$ cat config.mk
export PLATFORM = sky130hd
export DESIGN_NAME = dsi_clklane_seq
export DESIGN_NICKNAME = d
export VERILOG_FILES = /design/src/rtl/clklane_pkg.sv /design/src/rtl/clklane_bias_timer.sv /design/src/rtl/clklane_dur_timer.sv /design/src/rtl/dsi_clklane_seq.sv
export SDC_FILE = /design/constraint.sdc
export NUM_CORES = 1
export LEC_CHECK = 0
export BUFFER_PORTS_ARGS = -buffer_cell sky130_fd_sc_hd__buf_2
export CAP_MARGIN = 15
export CORE_ASPECT_RATIO = 1.4
export CORE_MARGIN = 8
export CORE_UTILIZATION = 50
export DETAILED_ROUTE_END_ITERATION = 6
export PLACE_DENSITY = 0.81
export SYNTH_ARGS = -nofsm -noshare
export SYNTH_HDL_FRONTEND = slang
export SYNTH_SLANG_ARGS = --single-unit
$ cat constraint.sdc
create_clock -name clk -period 4.7 [get_ports clk]
set_clock_uncertainty 0.05 [all_clocks]
set_input_delay 0.705 -clock clk [delete_from_list [all_inputs] [get_ports clk]]
set_output_delay 0.705 -clock clk [all_outputs]
set_load 0.01 [all_outputs]
$ cat src/rtl/clklane_pkg.sv
package clklane_pkg;

  typedef enum logic [2:0] {
    PH_OFF,
    PH_STOP,
    PH_PREP,
    PH_ZERO,
    PH_PRE,
    PH_HS,
    PH_POST,
    PH_TRAIL
  } phase_e;

  typedef struct packed {
    logic lp_en;
    logic hs_en;
    logic ready;
    logic stop;
    logic hs_act;
  } lane_out_t;

  function automatic lane_out_t phase_outs(phase_e ph);
    lane_out_t o;
    o = '0;
    case (ph)
      PH_STOP:  begin o.lp_en = 1'b1; o.stop = 1'b1; end
      PH_ZERO,
      PH_PRE,
      PH_TRAIL: o.hs_en = 1'b1;
      PH_HS:    begin o.hs_en = 1'b1; o.ready = 1'b1; o.hs_act = 1'b1; end
      PH_POST:  begin o.hs_en = 1'b1; o.hs_act = 1'b1; end
      default:  o = '0;
    endcase
    return o;
  endfunction

endpackage

$ cat src/rtl/clklane_bias_timer.sv
module clklane_bias_timer #(
  parameter int WAIT_W = 16
) (
  input  logic              clk,
  input  logic              rst,
  input  logic              pwr_down,
  input  logic [WAIT_W-1:0] wait_cnt,
  output logic              bias_ready
);
  logic [WAIT_W-1:0] cnt_q;
  logic [WAIT_W:0]   cnt_inc;

  assign cnt_inc = {1'b0, cnt_q} + 1'b1;

  always_ff @(posedge clk) begin
    if (rst || pwr_down) begin
      cnt_q      <= '0;
      bias_ready <= 1'b0;
    end else if (!bias_ready) begin
      if (cnt_inc >= {1'b0, wait_cnt}) bias_ready <= 1'b1;
      else                             cnt_q      <= cnt_inc[WAIT_W-1:0];
    end
  end
endmodule

$ cat src/rtl/clklane_dur_timer.sv
module clklane_dur_timer #(
  parameter int DUR_W = 8
) (
  input  logic             clk,
  input  logic             rst,
  input  logic             load,
  input  logic [DUR_W-1:0] load_val,
  output logic             done
);
  logic [DUR_W-1:0] cnt_q;

  always_ff @(posedge clk) begin
    if (rst)                         cnt_q <= '0;
    else if (load)                   cnt_q <= load_val;
    else if (cnt_q > DUR_W'(1))      cnt_q <= cnt_q - 1'b1;
  end

  // value n gives n cycles in the phase, 0 gives one
  assign done = (cnt_q <= DUR_W'(1));
endmodule

$ cat src/rtl/dsi_clklane_seq.sv
module dsi_clklane_seq
  import clklane_pkg::*;
#(
  parameter int DUR_W   = 8,
  parameter int PWRUP_W = 16
) (
  input  logic               clk,
  input  logic               rst,
  input  logic               pwr_down_i,
  input  logic               hs_req_i,
  input  logic               data_idle_i,
  input  logic [4*DUR_W-1:0] clk_tim_i,
  input  logic [4*DUR_W-1:0] clk_pre_tim_i,
  input  logic [PWRUP_W-1:0] pwrup_wait_i,
  output logic               tx_lp_en_o,
  output logic               tx_hs_en_o,
  output logic               data_ready_o,
  output logic [3:0]         lane_state_o
);
  localparam int PREP_LSB  = 3 * DUR_W;
  localparam int ZERO_LSB  = 2 * DUR_W;
  localparam int POST_LSB  = DUR_W;
  localparam int TRAIL_LSB = 0;

  logic [DUR_W-1:0] f_prep, f_zero, f_post, f_trail, f_pre;
  assign f_prep  = clk_tim_i[PREP_LSB  +: DUR_W];
  assign f_zero  = clk_tim_i[ZERO_LSB  +: DUR_W];
  assign f_post  = clk_tim_i[POST_LSB  +: DUR_W];
  assign f_trail = clk_tim_i[TRAIL_LSB +: DUR_W];
  assign f_pre   = clk_pre_tim_i[DUR_W-1:0];

  logic bias_ready;
  clklane_bias_timer #(.WAIT_W(PWRUP_W)) u_bias (
    .clk        (clk),
    .rst        (rst),
    .pwr_down   (pwr_down_i),
    .wait_cnt   (pwrup_wait_i),
    .bias_ready (bias_ready)
  );

  logic             ld;
  logic [DUR_W-1:0] ld_val;
  logic             dur_done;
  clklane_dur_timer #(.DUR_W(DUR_W)) u_dur (
    .clk      (clk),
    .rst      (rst),
    .load     (ld),
    .load_val (ld_val),
    .done     (dur_done)
  );

  phase_e ph_q, ph_n;

  always_comb begin
    ph_n   = ph_q;
    ld     = 1'b0;
    ld_val = '0;
    if (pwr_down_i) begin
      ph_n = PH_OFF;
    end else begin
      case (ph_q)
        PH_OFF:   if (bias_ready) ph_n = PH_STOP;
        PH_STOP:  if (hs_req_i) begin ph_n = PH_PREP; ld = 1'b1; ld_val = f_prep; end
        PH_PREP:  if (dur_done) begin ph_n = PH_ZERO; ld = 1'b1; ld_val = f_zero; end
        PH_ZERO:  if (dur_done) begin ph_n = PH_PRE;  ld = 1'b1; ld_val = f_pre;  end
        PH_PRE:   if (dur_done) ph_n = PH_HS;
        PH_HS:    if (!hs_req_i && data_idle_i) begin
                    ph_n = PH_POST; ld = 1'b1; ld_val = f_post;
                  end
        PH_POST:  if (dur_done) begin ph_n = PH_TRAIL; ld = 1'b1; ld_val = f_trail; end
        PH_TRAIL: if (dur_done) ph_n = PH_STOP;
        default:  ph_n = PH_OFF;
      endcase
    end
  end

  lane_out_t out_q;

  always_ff @(posedge clk) begin
    if (rst) begin
      ph_q  <= PH_OFF;
      out_q <= phase_outs(PH_OFF);
    end else begin
      ph_q  <= ph_n;
      out_q <= phase_outs(ph_n);
    end
  end

  assign tx_lp_en_o   = out_q.lp_en;
  assign tx_hs_en_o   = out_q.hs_en;
  assign data_ready_o = out_q.ready;
  assign lane_state_o = {bias_ready, out_q.stop, 1'b0, out_q.hs_act};
endmodule

# [Word level (Yosys, flattened, before mapping)]
# Cells that the tools add are included.
[totals] ff_bits=32 latchBits=0 mem_bits_rw=0 romBits=0 in_bits=85 output_inout_bits=7 mem_count=0
[classes] n_addsub=2 mul=0 div_mod_pow=0 magnitude_cmp=3 n_eq_ne=13 shifts=0 mux=30 n_bitwise=2 reduce_logical=9
[op_table] cell="two-way mux 8 bit" n=8
[op_table] cell="case mux 8 bit (5 select lines)" n=1
[op_table] cell="two-way mux 3 bit" n=9
[op_table] cell="== test 3 bit (second input constant)" n=8
[op_table] cell="case mux 3 bit (8 select lines)" n=1
[op_table] cell="adder 16 x 1 -> 17 bit (second input constant)" n=1
[op_table] cell=">= comparator 17 x 16 -> 1 bit" n=1
[op_table] cell="two-way mux 1 bit" n=10
[op_table] cell="== test 3 x 2 -> 1 bit (second input constant)" n=3
[op_table] cell="> comparator 8 x 1 -> 1 bit (second input constant)" n=1
[op_table] cell="less-or-equal comparator 8 x 1 -> 1 bit (second input constant)" n=1
[op_table] cell="subtractor 8 x 1 -> 8 bit (second input constant)" n=1
[op_table] cell="== test 3 x 1 -> 1 bit (second input constant)" n=2
[op_table] cell="OR reduction 5 bit" n=1
[op_table] cell="zero test 3 bit" n=1
[op_table] cell="case mux 1 bit (3 select lines)" n=1
[op_table] cell="OR reduction 3 bit" n=1
[op_table] cell="inverter 1 bit" n=2
[op_table] cell="AND reduction 2 bit" n=1
[op_table] cell="nonzero test 2 bit" n=1
[op_table] cell="OR reduction 2 bit" n=1
[op_table] cell="logical AND 1 bit" n=1
[op_table] cell="zero test 1 bit" n=1
[op_table] cell="logical OR 1 bit" n=1

# [Depth between registers and ports, before layout]
[depth] word_depth=8 depth_mapped=15 depth_no_buf=13

# [Cells and area by module]
# Synthesis repeated with hierarchy kept, for this count alone.
[unflattened] hier_cells=319 hier_area_um2=2533.7
[by_module_without_submodules] module="clklane_bias_timer" instances=1 cells_per_inst=171 area_per_inst_um2=1338.8 seq_area_each_um2=340.3
[by_module_without_submodules] module="dsi_clklane_seq" instances=1 cells_per_inst=92 area_per_inst_um2=708.2 seq_area_each_um2=140.1
[by_module_without_submodules] module="clklane_dur_timer" instances=1 cells_per_inst=56 area_per_inst_um2=486.7 seq_area_each_um2=160.2

# [Least setup slack after synthesis]
# OpenSTA, ideal clock, no wires.
[synth_timing] path_type="register to register" startpoint="register u_bias.cnt_q[0]" endpoint="register u_bias.cnt_q[12]" arrival_time_ns=3.417 required_time_ns=4.580 slack_ns=1.163 stages_incl_launch_ff=16 path_buffers=2 path_cell_list="dfxtp_1 -> ha_1 -> nand3_1 -> or2_2 -> buf_2 -> nor2_1 -> nand3_1 -> xnor2_1 -> ha_1 -> a21o_1 -> a211o_1 -> a211oi_1 -> o311ai_1 -> clkbuf_1 -> or4_1 -> a21oi_1"
[synth_between] elab_chain_len=4
[synth_rtl] element="start, declared" line="clklane_bias_timer.sv:10" source="logic [WAIT_W-1:0] cnt_q;"
[synth_rtl] element="start signal, assigned" line="clklane_bias_timer.sv:21" source="else cnt_q <= cnt_inc[WAIT_W-1:0];"
[synth_rtl] element="adder 16 x 1 -> 17 bit" line="clklane_bias_timer.sv:13" source="assign cnt_inc = {1'b0, cnt_q} + 1'b1;"
[synth_rtl] element="named net u_bias.cnt_inc[14]" line="clklane_bias_timer.sv:11" source="logic [WAIT_W:0] cnt_inc;"
[synth_rtl] element=">= comparator 17 x 16 -> 1 bit" line="clklane_bias_timer.sv:20" source="if (cnt_inc >= {1'b0, wait_cnt}) bias_ready <= 1'b1;"
[synth_rtl] element="inverter 1 bit (no line)"
[synth_rtl] element="AND reduction 2 bit (no line)"
# The timed path passes the listed nets, and every way through them passes these cells.
# A chain may end at the register's enable or synchronous reset.

# [Worst setup path after layout]
# Ends and elaborated chain as after synthesis.

==> PnR_summary.wiki <==
{| class="wikitable"
! Metric !! Value
|-
| Status || finished, final reports clean
|-
| Setup repair after global routing missed its margin || no
|-
| Largest cells by area after synthesis || dfxtp_1 (27%), ha_1 (9.9%), xnor2_1 (5.1%), a21oi_1 (5.0%), nor2_1 (5.0%)
|-
| CTS tree || built
|-
| DP Wirelength || 4530 um
|-
| RD Place Congestion || 0.790
|-
| Area growth from synthesis to layout || 18.8%
|-
| Mapped Avg Cell Area || 8.00 sq um
|-
| Clock insertion delay at the later pin of the skew report || 0.28 ns
|-
| Req. time, crit path || 4.86 ns
|-
| Number of antenna violations at the first check in global routing || 0
|-
| Buffers added on ports || 66
|-
| Tmin final || 3.94 ns
|-
| Clock root buffer || clkbuf_8
|-
| Buffer depth of the longest clock path || 2
|-
| Final Max Tran Viols || 0
|-
| Worst max-slew margin expressed relative to the limit || 59.0%
|-
| Share of the clock period used by the worst path after layout || 83.8%
|-
| Aggregate global-route resource usage || 15.9%
|-
| Number of global-route vias before repair || 2,394
|-
| Total of fill cells in the finished design || 488
|-
| Area of the die || 7320 sq um
|-
| Total clock sinks || 32
|-
| Die Span Y || 98.1 um
|-
| Worst path max stage delay || 0.45 ns
|-
| Number of max-cap violations || 0
|-
| Share of synthesized registers carrying an async set or reset || 0%
|-
| Post-synthesis cell type count || 48
|-
| CP Max Fanout || 32
|-
| Antenna violation net count after detailed routing || 0
|-
| Areal power density over the cells || 302 nW/um^2
|-
| Hold_buf cts || 0
|-
| Dominant cell type by area after synthesis || dfxtp_1
|-
| Number of vias after detailed routing || 2,343
|-
| Hold Path Class || register to register
|-
| Number of register bits inferred by synthesis || 32
|-
| Number of placement rows || 30
|-
| Critical Path End Type || register
|-
| Final Hold Viols || 0
|-
| Starting density of the core || 50.9%
|-
| Leakage power || 1.26 nW
|-
| Global-route wire length before repair || 9620 um
|-
| WL final || 5500 um
|-
| Arrival time at the worst endpoint || 4.10 ns
|-
| Dominant register cell in the synthesized netlist || dfxtp_1
|-
| Commonest cells in the netlist || dfxtp_1 (32), nor2_1 (32), a21oi_1 (24), inv_1 (21), o21ai_0 (21)
|-
| Critical path class || register to register
|-
| Summed instance area of the synthesized netlist || 2410 sq um
|-
| Largest net degree at the start of global routing || 33
|-
| Setup TNS Final || 0 ns
|-
| Cells along the critical path || ha_1, nand3_1, or2_2, nor2_1, nand3_1, xnor2_1, ha_1, a21o_1, a211o_1, a211oi_1, o311ai_2, buf_4, or4_1, a21oi_1
|-
| Number of nets in the layout || 464
|-
| Number of setup violations in the final report || 0
|-
| Kind of cell with the highest combined delay on the critical path || simple AND/OR/NAND/NOR gates
|-
| Number of buffer and inverter stages on the critical path || 1
|-
| Total clock buffers created by CTS || 5
|-
| Pin slew with the least headroom to its limit || 0.615 ns
|-
| Remaining design rule violation count || 0
|-
| Setup Buffers After CTS || 0
|-
| Placed cell areas || 2750 sq um
|-
| Peak supply drop || 0.000210 V
|-
| Average routed wire per standard cell || 12.9 um
|-
| Mapped Nets || 405
|-
| Critical-path cell with the highest stage delay || or2_2
|-
| H-tree levels || 2
|-
| Top-level I/O count || 92
|-
| Clock slew at the register clock pins of the worst setup and hold paths || 0.07 ns
|-
| Finished layout cell area || 2860 sq um
|-
| Ant. Diodes || 0
|-
| Via density || 5.51
|-
| Number of flops mapped to enable cells by yosys || 0
|-
| Chip Width || 74.6 um
|-
| Overflow left after global routing || 0
|-
| Core Area || 4730 sq um
|-
| Proportion of netlist area held by the largest area contributor || 26.6%
|-
| Warnings from Yosys || 0
|-
| Setup crit start kind || register
|-
| Detailed-routing iteration count for the pre-antenna-repair pass || 5
|-
| Achievable Freq || 254 MHz
|-
| Synthesized instance count || 301
|-
| Share of synthesized area occupied by flip-flops and latches || 26.6%
|-
| Number of gates resized after CTS || 0
|-
| Count of routing violations after the opening detailed-route iteration || 94
|-
| Fraction of final layout cells with drive strength greater than 1 || 23.0%
|}
## path summary, 6_finish.rpt
check	slack, ns	start	cells past startpoint	endpoint
hold reg to reg	0.45	u_bias.cnt_q[1]$_SDFFE_PP0P_	2	u_bias.cnt_q[1]$_SDFFE_PP0P_
hold / removal	0.45	u_bias.cnt_q[1]$_SDFFE_PP0P_	2	u_bias.cnt_q[1]$_SDFFE_PP0P_
setup / recovery	0.76	u_bias.cnt_q[0]$_SDFFE_PP0P_	14	u_bias.cnt_q[12]$_SDFFE_PP0P_
setup reg to reg	0.76	u_bias.cnt_q[0]$_SDFFE_PP0P_	14	u_bias.cnt_q[12]$_SDFFE_PP0P_
## area by class of cell
class	count	area [sq um]	area share [%]
clock buffers	6	72.6	2.54
flip-flops and latches	32	641	22.4
well taps	64	80.1	2.80
multi-input cells	233	1620	56.5
inverters	21	78.8	2.76
repair buffers	67	338	11.8
clock inverters	2	35.0	1.22
## flip-flops by register name (all words and copies together) (netlist names)
name               count
u_bias.bias_ready      1
u_dur.cnt_q            8
ph_q                   3
u_bias.cnt_q          16
lane_state_o           2
data_ready_o           1
tx_hs_en_o             1
## power by group
part / total (mW) / switching (mW) / internal [mW] / leakage (nW)
sequential: 0.321 / 0.0259 / 0.295 / 0.259
clock: 0.256 / 0.0986 / 0.157 / 0.0552
combinational: 0.286 / 0.150 / 0.136 / 0.949
## cells in the final DEF (no fill, tap or decap), types with 7 or more instances in the layout
cell type	synthesis	routed
dfxtp_1	32	32
nor2_1	32	32
or3_1	10	10
inv_1	21	21
o21ai_0	21	21
buf_2	1	66
nand3_1	11	11
ha_1	19	19
mux2i_1	11	11
xnor2_1	14	14
a21oi_1	24	24
nand2_1	10	10
xor2_1	8	8
nand4_1	7	7
## per-layer routing
metal	global-route usage, %	wire, um	vias to the layer above	part of all wire, %
li1	-	-	1202	-
met1	15.9	2280	1047	42
met2	29.4	2710	84	49
met3	4.72	402	10	7.3
met4	5.00	96	0	1.7
met5	0	0	-	0
## worst min-delay path, stage by stage (launching register included)
cell,delay [ns]
dfxtp_1,0.33
nand3_1,0.06
o21ai_0,0.06
## cells by family (layout without fill, tap and decap cells)
logic type,after synthesis,in the layout,share of synthesized area [%]
xor gates and xnor gates,22,22,8.00
and+or+nand+nor,105,105,24.3
buffers and inverters,36,96,6.60
DFF,32,32,26.6
other,1,1,0.156
AOI/OAI and AO/OA,75,75,19.9
muxes,11,11,4.57
adders and majority gates,19,19,9.88
## per-stage QoR
stage	worst slack, ns	hold WS [ns]	cells	total power, mW	utilization, %
after floorplan	1.16	0.425	301	0.558	-
after global placement	0.848	0.438	417	0.604	58.2
after detailed placement	0.791	0.451	417	0.615	58.2
after CTS	0.727	0.462	425	0.874	60.5
after global routing	0.561	0.505	425	0.922	60.5
final	0.760	0.454	425	0.863	60.5
Power figures use the tool's default switching activity.
